[src/rtl/adcec_pkg.sv]
package adcec_pkg;

   // Width of one stage decision
   localparam int unsigned STG_CODE_W = 2;

   // Largest legal decision of a redundant (1.5-bit) stage
   localparam logic [STG_CODE_W-1:0] RED_CODE_MAX = 2'd2;

   typedef logic [STG_CODE_W-1:0] stg_code_t;

   // Register count of the alignment lane for stage index idx (0-based).
   // Stage idx reports idx+1 cycles after the marker; all lanes must meet
   // num_stages+1 cycles after it.
   function automatic int unsigned lane_depth(input int unsigned num_stages,
                                              input int unsigned idx);
      return num_stages - idx;
   endfunction

endpackage

[src/rtl/adcec_skew_line.sv]
module adcec_skew_line #(
   parameter int unsigned W     = 2,
   parameter int unsigned DEPTH = 1
) (
   input  logic         clk,
   input  logic         rst_n,
   input  logic [W-1:0] d,
   output logic [W-1:0] q
);

   if (W < 1) begin : g_bad_width
      $error("adcec_skew_line: W must be at least 1");
   end
   if (DEPTH < 1) begin : g_bad_depth
      $error("adcec_skew_line: DEPTH must be at least 1");
   end

   if (DEPTH == 1) begin : g_single
      logic [W-1:0] r_q;
      always_ff @(posedge clk or negedge rst_n) begin
         if (!rst_n) r_q <= '0;
         else        r_q <= d;
      end
      assign q = r_q;
   end else begin : g_chain
      logic [W-1:0] tap [DEPTH];
      always_ff @(posedge clk or negedge rst_n) begin
         if (!rst_n) begin
            for (int i = 0; i < DEPTH; i++) tap[i] <= '0;
         end else begin
            tap[0] <= d;
            for (int i = 1; i < DEPTH; i++) tap[i] <= tap[i-1];
         end
      end
      assign q = tap[DEPTH-1];
   end

endmodule

[src/rtl/adcec_overlap_add.sv]
module adcec_overlap_add
   import adcec_pkg::*;
#(
   parameter int unsigned NUM_STAGES = 11
) (
   input  logic [NUM_STAGES*STG_CODE_W-1:0] codes,
   output logic [NUM_STAGES:0]              sum
);

   localparam int unsigned OUT_W = NUM_STAGES + 1;
   localparam int unsigned ACC_W = OUT_W + 1;
   localparam logic [ACC_W-1:0] FULL_SCALE = ACC_W'((64'd1 << OUT_W) - 64'd1);

   logic [ACC_W-1:0] term [NUM_STAGES];
   logic [ACC_W-1:0] acc;

   for (genvar k = 0; k < NUM_STAGES; k++) begin : g_term
      stg_code_t raw;
      assign raw = codes[k*STG_CODE_W +: STG_CODE_W];
      if (k < NUM_STAGES - 1) begin : g_redundant
         // 1.5-bit stage: illegal top code folds onto the largest legal one,
         // weight overlaps the next stage by one bit
         stg_code_t dig;
         assign dig     = (raw > RED_CODE_MAX) ? RED_CODE_MAX : raw;
         assign term[k] = ACC_W'(dig) << (NUM_STAGES - 1 - k);
      end else begin : g_flash
         // final full 2-bit flash, unit weight
         assign term[k] = ACC_W'(raw);
      end
   end

   always_comb begin
      acc = '0;
      for (int k = 0; k < NUM_STAGES; k++) acc = acc + term[k];
      if (acc > FULL_SCALE) sum = FULL_SCALE[OUT_W-1:0];
      else                  sum = acc[OUT_W-1:0];
   end

endmodule

[src/rtl/adcec_out_stage.sv]
module adcec_out_stage #(
   parameter int unsigned W = 12
) (
   input  logic         clk,
   input  logic         rst_n,
   input  logic         load,
   input  logic [W-1:0] din,
   input  logic         msb_inv,
   input  logic         hiz_req,
   output logic [W-1:0] dout,
   output logic         dout_oe,
   output logic         out_vld
);

   if (W < 2) begin : g_bad_width
      $error("adcec_out_stage: W must be at least 2");
   end

   logic [W-1:0] q;
   logic         vld_q;

   always_ff @(posedge clk or negedge rst_n) begin
      if (!rst_n) begin
         q     <= '0;
         vld_q <= 1'b0;
      end else begin
         vld_q <= load;
         if (load) q <= din;
      end
   end

   assign out_vld = vld_q;
   assign dout_oe = ~hiz_req;
   assign dout    = hiz_req ? '0 : {q[W-1] ^ msb_inv, q[W-2:0]};

endmodule

[src/rtl/adc_pipe_corrector.sv]
module adc_pipe_corrector
   import adcec_pkg::*;
#(
   parameter int unsigned NUM_STAGES = 11
) (
   input  logic                             clk,
   input  logic                             rst_n,
   input  logic                             samp_ph,
   input  logic [NUM_STAGES*STG_CODE_W-1:0] stg_code,
   input  logic                             msb_inv,
   input  logic                             hiz_req,
   output logic [NUM_STAGES:0]              dout,
   output logic                             dout_oe,
   output logic                             out_vld
);

   localparam int unsigned OUT_W   = NUM_STAGES + 1;
   localparam int unsigned LAT     = NUM_STAGES + 2;
   localparam int unsigned MARK_DL = LAT - 1;

   if (NUM_STAGES < 2 || NUM_STAGES > 30) begin : g_bad_stages
      $error("adc_pipe_corrector: NUM_STAGES must lie in 2..30");
   end

   logic [NUM_STAGES*STG_CODE_W-1:0] aligned;
   logic                             mark_aligned;
   logic [OUT_W-1:0]                 corr;

   // one alignment lane per stage, shorter for later stages
   for (genvar k = 0; k < NUM_STAGES; k++) begin : g_lane
      adcec_skew_line #(
         .W     (STG_CODE_W),
         .DEPTH (lane_depth(NUM_STAGES, k))
      ) u_line (
         .clk   (clk),
         .rst_n (rst_n),
         .d     (stg_code[k*STG_CODE_W +: STG_CODE_W]),
         .q     (aligned[k*STG_CODE_W +: STG_CODE_W])
      );
   end

   // marker travels alongside the codes
   adcec_skew_line #(
      .W     (1),
      .DEPTH (MARK_DL)
   ) u_mark (
      .clk   (clk),
      .rst_n (rst_n),
      .d     (samp_ph),
      .q     (mark_aligned)
   );

   adcec_overlap_add #(
      .NUM_STAGES (NUM_STAGES)
   ) u_add (
      .codes (aligned),
      .sum   (corr)
   );

   adcec_out_stage #(
      .W (OUT_W)
   ) u_out (
      .clk     (clk),
      .rst_n   (rst_n),
      .load    (mark_aligned),
      .din     (corr),
      .msb_inv (msb_inv),
      .hiz_req (hiz_req),
      .dout    (dout),
      .dout_oe (dout_oe),
      .out_vld (out_vld)
   );

endmodule

[config.mk]
export PLATFORM = sky130hd
export DESIGN_NAME = adc_pipe_corrector
export DESIGN_NICKNAME = d
export VERILOG_FILES = /design/src/rtl/adcec_pkg.sv /design/src/rtl/adcec_skew_line.sv /design/src/rtl/adcec_overlap_add.sv /design/src/rtl/adcec_out_stage.sv /design/src/rtl/adc_pipe_corrector.sv
export SDC_FILE = /design/constraint.sdc
export NUM_CORES = 1
export LEC_CHECK = 0
export BUFFER_PORTS_ARGS = -buffer_cell sky130_fd_sc_hd__buf_2
export CORE_MARGIN = 2
export CORE_UTILIZATION = 35
export DETAILED_ROUTE_END_ITERATION = 7
export SETUP_SLACK_MARGIN = 0.1
export SLEW_MARGIN = 40
export SYNTH_ARGS = -nofsm -noshare
export SYNTH_HDL_FRONTEND = slang
export SYNTH_SLANG_ARGS = --single-unit
[constraint.sdc]
create_clock -name clk -period 2.05 [get_ports clk]
set_clock_uncertainty 0.15 [all_clocks]
set_input_delay 0.5125 -clock clk [delete_from_list [all_inputs] [get_ports clk]]
set_output_delay 0.5125 -clock clk [all_outputs]
set_load 0.01 [all_outputs]
==> metrics.md, run 1 <==
| Metric | Value |
|---|---|
| Clk sinks | `157` |
| Mapped Cells | `294` |
| Mapped Nets | `332` |
| Leakage power | `2.82 nW` |
| Worst path required time | `2.16 ns` |
| Nets@finish | `399` |
| Critical Setup Path Class | `reg2reg` |
| WL met1 | `2630 um` |
| Avg Cell Area, Syn | `16.5 sq um` |
| Via-per-instance ratio | `4.25` |
| Yosys warnings | `0` |
| CTS Buffer Depth | `2` |
| Htree depth | `4` |
| Setup WS post-layout | `-0.105 ns` |
| Top cells by area, synth | `dfrtp_1 81%, ha_1 2.6%, nor2b_1 2.6%` |
| Vias | `2338` |
| Final slew viol count | `0` |
| Failing checks | `negative setup slack` |
| Placeable Area | `13400 sq um` |
| Setup-failing EPs final | `12` |
| Status | `complete, but fails checks` |
| Worst path bufs/invs | `1` |
| Grt ovf | `0` |
| Most common cell after layout, fill and taps aside | `dfrtp_1` |
| Boundary Pins | `41` |
| Post-synth EDFFs | `0` |
| Mapped cell area | `4840 sq um` |
| Routed wl met3 | `335 um` |
| Clock Pin Slew Worst Setup and Hold Paths | `0.07 ns` |
| Port Buf Inserts | `40` |
| Worst-Margin Slew | `0.711 ns` |
| Top cell type's share of synthesized area | `81.2%` |
| Largest net degree at the start of global routing | `53` |
| Initial core utilization | `36.1%` |
| Main flop type after synthesis | `dfrtp_1` |
| CTS tree | `yes` |
| Crit share post-route | `105%` |
| Total Routing Usage GR | `9.54%` |
| #FFs+latches synth | `157` |
| Post-DRT Antenna Nets | `0` |
| Slew headroom | `52.6%` |
| Fin. Hold Viols | `0` |
| Worst min path class | `in2reg` |
| P&R area growth vs syn | `27.2%` |
| Max layer used | `met4` |
| First-pass GRT wire length | `10500 um` |
| Initial antenna violation count | `0` |
| Die X | `122 um` |
| Cts bufs inserted | `17` |
| GPL Wtd Cong | `0.821` |
| Storage element area | `3930 sq um` |
| Max frequency | `464 MHz` |
| Max-capacitance violation count | `0` |
| Fillcell total | `1177` |
| Top cell type by total area after synthesis | `dfrtp_1` |
| CP max stage cell | `dfrtp_1` |
| DRT iter0 DRCs | `146` |
| Worst vdd ir | `0.708 mV` |
| Critical path endpoint category | `register` |
| RSZ-0062 raised after global routing | `yes` |
| CP delay by family, top | `adder cells` |
| Most frequent cells in the layout | `157 x dfrtp_1, 39 x buf_2, 20 x nor2b_1` |
| DIE AREA | `14800 sq um` |
| Pre-antenna DRT Iters | `4` |
| Die height | `122 um` |
| Multi-input logic area | `915 sq um` |
| Setup Slack @ Placement | `-0.136 ns` |
| Row cnt | `42` |
| Total Routed Length | `6230 um` |
| Register area share after synthesis | `81.2%` |
| Fin Hold WS | `0.0398 ns` |
| Total power draw | `7.03 mW` |
| Critical path arrival | `2.26 ns` |
| Crit path cell chain | `nor2b_1, ha_2, inv_2, fa_2, nand2b_4, a21oi_4, nor2_4, mux2i_2, a41oi_2` |
| Vias in the first global route | `2328` |
| HPWL Detailed | `3600 um` |
| Slowest stage delay, CP | `0.38 ns` |
| N_diodes | `0` |
| DR WL met2 | `3100 um` |
| DRC violations left | `0` |
| Netlist cell types | `43` |
| PD cells | `1140 nW/um^2` |
| Average wire per standard cell | `11.3 um` |
| Ys async rst share | `100%` |
| Share of post-route cells with drive strength above 1 | `30.7%` |
| CP startpoint kind | `register` |
| CP max FO | `3` |
| Min Tclk post-route | `2.15 ns` |
| Clk_lat worst skew | `0.42 ns` |
| Root Buffer | `clkbuf_16` |
## cells in the mapped netlist (all sizes together), types with 3 or more instances
library cell	count
a21oi	9
a31oi	11
inv	8
clkbuf	12
xor2	5
nand2b	4
ha	10
o21ai	3
dfrtp	157
nor2b	20
nand3	3
nor2	19
## cell type report
cell class,instances,area share [%]
multi-input combinational,115,14.9
inverter,8,0.488
tap,176,3.58
clock inverter,15,3.48
sequential,157,63.8
timing repair buffer,62,6.87
clock buffer,17,6.91
## flip-flops by register name (all words and copies together), names as in the netlist
signal,cells
g_lane.u_line.q,22
u_mark.g_chain.tap,11
u_out.out_vld,1
u_out.q,12
u_mark.q,1
g_lane.u_line.g_chain.tap,110
## routing by layer
| metal | vias up | GRT usage [%] |
|---|---|---|
| met5 | - | 0 |
| met1 | 1151 | 10.9 |
| met3 | 17 | 3.98 |
| li1 | 1112 | - |
| met2 | 58 | 14.5 |
| met4 | 0 | 6.90 |
## power breakdown
group | switching [mW] | internal, mW | total (mW)
Sequential | 0.0623 | 3.28 | 3.34
Clock | 1.37 | 1.88 | 3.25
Combinational | 0.235 | 0.207 | 0.442
Total | 1.66 | 5.37 | 7.03
## cells by family after synthesis
family | count (synthesis) | synth area share [%]
DFF | 157 | 81.2
buffers and inverters | 22 | 1.89
muxes | 2 | 0.414
and+or+nand+nor | 57 | 6.57
xor gates and xnor gates | 6 | 1.09
adders and majority gates | 11 | 3.00
AOI/OAI and AO/OA | 39 | 5.89
## what timing repair did
item,4_1_cts,5_1_grt
pin swaps,9,8
setup buffers,2,1
cloned,0,1
endpoints found under the setup margin,12,12
gates resized for setup,6,10
hold buffers,1,0
hold endpoints to repair,46,0
## stage by stage
| stage | utilization, % | cell area [sq um] | TNS, ns | std cells |
|---|---|---|---|---|
| 2_1_floorplan | - | 4870 | 0 | 294 |
| 3_3_place_gp | 40.3 | 5400 | -0.216 | 513 |
| 3_5_place_dp | 40.3 | 5400 | -0.620 | 513 |
| 4_1_cts | 45.4 | 6090 | -0.232 | 548 |
| 5_1_grt | 45.9 | 6160 | -1.47 | 550 |
| 6_report | 45.9 | 6160 | -0.546 | 550 |
## worst paths after layout
kind,startpoint,end,slack (ns),depth (start not counted)
max,g_lane[9].u_line.q[1],u_out.q[11],-0.10,9
min,stg_code[3],g_lane[1].u_line.g_chain.tap[19],0.04,1
max reg2reg,g_lane[9].u_line.q[1],u_out.q[11],-0.10,9
min reg2reg,g_lane[0].u_line.g_chain.tap[11],g_lane[0].u_line.g_chain.tap[9],0.19,0
max in group asynchronous,rst_n,u_mark.g_chain.tap[9],0.75,3
min in group asynchronous,rst_n,u_out.q[2],0.46,2
No activity file was read; power rests on OpenSTA's default activity.
==> run 2, diff against run 1 <==
- ABC_AREA: unset -> 1
- BUFFER_PORTS_ARGS: -buffer_cell sky130_fd_sc_hd__buf_2 -> unset
- DONT_BUFFER_PORTS: unset -> 1
- PLACE_DENSITY: unset -> 0.51
==> metrics.md, run 2 <==
| Metric | Value |
|---|---|
| Multiplexer share of the synthesized area | `0% (was 0.414%)` |
| Average wire per standard cell | `11.1 um (was 11.3 um)` |
| Worst path required time | `2.19 ns (was 2.16 ns)` |
| Yosys warnings | `0 (unchanged)` |
| RR Endpoint | `u_out.q[5] (was u_out.q[11])` |
| Reg2Reg Depth | `10 (was 9)` |
| Max-capacitance violation count | `0 (unchanged)` |
| Pre-antenna DRT Iters | `4 (unchanged)` |
| Nets@finish | `443 (was 399)` |
| Clk sinks | `157 (unchanged)` |
| Max frequency | `535 MHz (was 464 MHz)` |
| First-pass GRT wire length | `11100 um (was 10500 um)` |
| DRT iter0 DRCs | `128 (was 146)` |
| Critical path endpoint category | `register (unchanged)` |
| Slew headroom | `78.6% (was 52.6%)` |
| CP max stage cell | `dfrtp_1 (unchanged)` |
| Via-per-instance ratio | `4.14 (was 4.25)` |
| Initial antenna violation count | `0 (unchanged)` |
| Worst min path class | `in2async (was in2reg)` |
| Placeable Area | `13800 sq um (was 13400 sq um)` |
| Total Routed Length | `6640 um (was 6230 um)` |
| Root Buffer | `clkbuf_16 (unchanged)` |
| Critical path arrival | `2.01 ns (was 2.26 ns)` |
| PD cells | `1110 nW/um^2 (was 1140 nW/um^2)` |
| Mapped Nets | `402 (was 332)` |
| Synth top cells by count | `157 x dfrtp_1, 52 x nand2_1, 48 x inv_1, 43 x nor2_1, 12 x a21oi_1 (was 157 x dfrtp_1, 20 x nor2b_1, 19 x nor2_1, 12 x clkbuf_1, 11 x a31oi_1)` |
| Register area share after synthesis | `80.1% (was 81.2%)` |
| Clk_lat worst skew | `0.42 ns (about the same)` |
| Top cell type's share of synthesized area | `80.1% (was 81.2%)` |
| Worst path bufs/invs | `2 (was 1)` |
| CP delay by family, top | `adder cells (unchanged)` |
| GPL Wtd Cong | `0.751 (was 0.821)` |
| Fin. Hold Viols | `157 (was 0)` |
| Post-synthesis compound-gate area fraction | `1.78% (was 5.89%)` |
| Clock Pin Slew Worst Setup and Hold Paths | `0.06 ns (was 0.07 ns)` |
| Cell total after placement | `537 (was 513)` |
| Setup tns final | `0 ns (was -0.546 ns)` |
| Avg Cell Area, Syn | `13.5 sq um (was 16.5 sq um)` |
| Critical Setup Path Class | `reg2reg (unchanged)` |
| P&R area growth vs syn | `25.0% (was 27.2%)` |
| Boundary Pins | `41 (unchanged)` |
| Top flop regs | `g_lane.u_line.g_chain.tap (110), g_lane.u_line.q (22), u_out.q (12) (unchanged)` |
| DRC violations left | `0 (unchanged)` |
| DIE AREA | `15000 sq um (was 14800 sq um)` |
| N_diodes | `0 (unchanged)` |
| CTS Buffer Depth | `2 (unchanged)` |
| RSZ-0062 raised after global routing | `yes (unchanged)` |
| Most common cell after layout, fill and taps aside | `dfrtp_1 (unchanged)` |
| Die X | `122 um (about the same)` |
| Worst R2R Setup Slack | `0.18 ns (was -0.10 ns)` |
| CP max FO | `3 (unchanged)` |
| Leakage power | `2.92 nW (was 2.82 nW)` |
| Ys async rst share | `100% (unchanged)` |
| Post-Synth Simple-Gate Area | `9.87% (was 6.57%)` |
| Vias in the first global route | `2400 (was 2328)` |
| Vias | `2474 (was 2338)` |
| Slowest stage delay, CP | `0.38 ns (about the same)` |
| Top cell type by total area after synthesis | `dfrtp_1 (unchanged)` |
| Mapped cell area | `4910 sq um (was 4840 sq um)` |
| Crit share post-route | `91.2% (was 105%)` |
| Initial core utilization | `35.6% (was 36.1%)` |
| Largest net degree at the start of global routing | `158 (was 53)` |
| Crit path cell chain | `nor2_1, ha_2, inv_2, fa_2, inv_2, nand2_2, nand3_4, nand2_2, xor2_1, a21oi_1 (was nor2b_1, ha_2, inv_2, fa_2, nand2b_4, a21oi_4, nor2_4, mux2i_2, a41oi_2)` |
| Worst vdd ir | `0.535 mV (was 0.708 mV)` |
| Setup-failing EPs final | `0 (was 12)` |
| Row cnt | `43 (was 42)` |
| Most frequent cells in the layout | `157 x dfrtp_1, 46 x inv_1, 44 x nand2_1 (was 157 x dfrtp_1, 39 x buf_2, 20 x nor2b_1)` |
| Status | `complete, but fails checks (unchanged)` |
| Final slew viol count | `0 (unchanged)` |
| Worst-Margin Slew | `0.321 ns (was 0.711 ns)` |
| Htree depth | `4 (unchanged)` |
| Share of post-route cells with drive strength above 1 | `17.5% (was 30.7%)` |
| Synth Area in Adders | `2.96% (was 3.00%)` |
| Grt ovf | `0 (unchanged)` |
| Top-count cell post-synth | `dfrtp_1 (unchanged)` |
| Reg with most FFs | `g_lane.u_line.g_chain.tap (unchanged)` |
| Post-synth EDFFs | `0 (unchanged)` |
| Main flop type after synthesis | `dfrtp_1 (unchanged)` |
| Cts bufs inserted | `17 (unchanged)` |
| Min Tclk post-route | `1.87 ns (was 2.15 ns)` |
| Max reg flops | `110 (unchanged)` |
| Total power draw | `6.79 mW (was 7.03 mW)` |
| CP startpoint kind | `register (unchanged)` |
| Fin Hold WS | `-0.361 ns (was 0.0398 ns)` |
| Hold bufs inserted after CTS | `23 (was 1)` |
| R2r startpoint | `g_lane[9].u_line.q[1] (unchanged)` |
| HPWL Detailed | `3920 um (was 3600 um)` |
| Post-DRT Antenna Nets | `0 (unchanged)` |
| Xor/xnor share of the synthesized area | `0.714% (was 1.09%)` |
| Total Routing Usage GR | `10.2% (was 9.54%)` |
| Port Buf Inserts | `0 (was 40)` |
| Largest family of logic cells by synthesized area | `simple AND/OR/NAND/NOR gates (unchanged)` |
| Netlist cell types | `19 (was 43)` |
| #FFs+latches synth | `157 (unchanged)` |
| Top cells by area, synth | `dfrtp_1 80%, nand2_1 4.0%, inv_1 3.7% (was dfrtp_1 81%, ha_1 2.6%, nor2b_1 2.6%)` |
| Die height | `122 um (about the same)` |
| Non-Filler Instances | `598 (was 550)` |
| Mapped Cells | `364 (was 294)` |
| CTS tree | `yes (unchanged)` |
| Failing checks | `negative hold slack (was negative setup slack)` |
run 2: changes by cell type after synthesis, moves of 3 or more:
cell	change
inv_1	+40
nor2_1	+24
nand3b_1	+3
a21oi_1	+5
nor2b_1	-20
nand2_1	+50
nand3_1	+10
nand2b_1	-4
a31oi_1	-11
run 2: per-layer routing:
metal	share of wire [%]	GRT usage, %	wire, um
met1	44	12.2	2930
met2	49	15.3	3240
met3	4.7	3.95	314
met4	2.3	6.90	154
met5	0	0	0
run 2: power breakdown:
| group | switching (mW) | internal [mW] | leakage [nW] |
|---|---|---|---|
| Combinational | 0.196 | 0.154 | 0.813 |
| Clock | 1.25 | 1.86 | 0.286 |
| Sequential | 0.0576 | 3.28 | 1.82 |
run 2: final cells by class:
class | count | area, sq um
Fill cell | 1267 | 7640
Sequential cell | 157 | 3930
Multi-Input combinational cell | 148 | 895
Clock buffer | 20 | 447
Timing Repair Buffer | 33 | 305
Tap cell | 180 | 225
Inverter | 48 | 180
Clock inverter | 12 | 155
run 2: repair_timing:
action,in CTS,in global routing
gates cloned,1,0
gates resized for setup,8,26
endpoints found under the setup margin,9,11
endpoints found under the hold margin,180,157
pin swaps,2,8
buffers inserted,1,4
run 2: cells by family (layout without fill, tap and decap cells):
family,count (synthesis),in the layout
AO/OA/AOI/OAI,17,17
XOR/XNOR,4,4
flip-flops,157,157
buffers and inverters,60,113
AND/OR/NAND/NOR,115,116
adder cells (fa/ha/maj),11,11
run 2: through the flow:
step           setup slack [ns]  utilization [%]  area, sq um
2_1_floorplan             0.174                -         4910
3_3_place_gp             0.0738             37.2         5120
3_5_place_dp             0.0462             37.2         5120
4_1_cts                   0.138             43.6         6000
5_1_grt                  0.0642             44.5         6140
6_report                  0.181             44.5         6140
run 2: worst max-delay path by stage:
stage                 endpoint  slack (ns)  cells past startpoint                   from
floorplan           u_out.q[9]        0.17                     12  g_lane[9].u_line.q[1]
global placement    u_out.q[9]        0.07                      8  g_lane[1].u_line.q[1]
detailed placement  u_out.q[7]        0.05                     12  g_lane[9].u_line.q[1]
CTS                 u_out.q[6]        0.14                     10  g_lane[5].u_line.q[1]
global route        u_out.q[6]        0.06                      8  g_lane[6].u_line.q[1]
finish              u_out.q[5]        0.18                     10  g_lane[9].u_line.q[1]
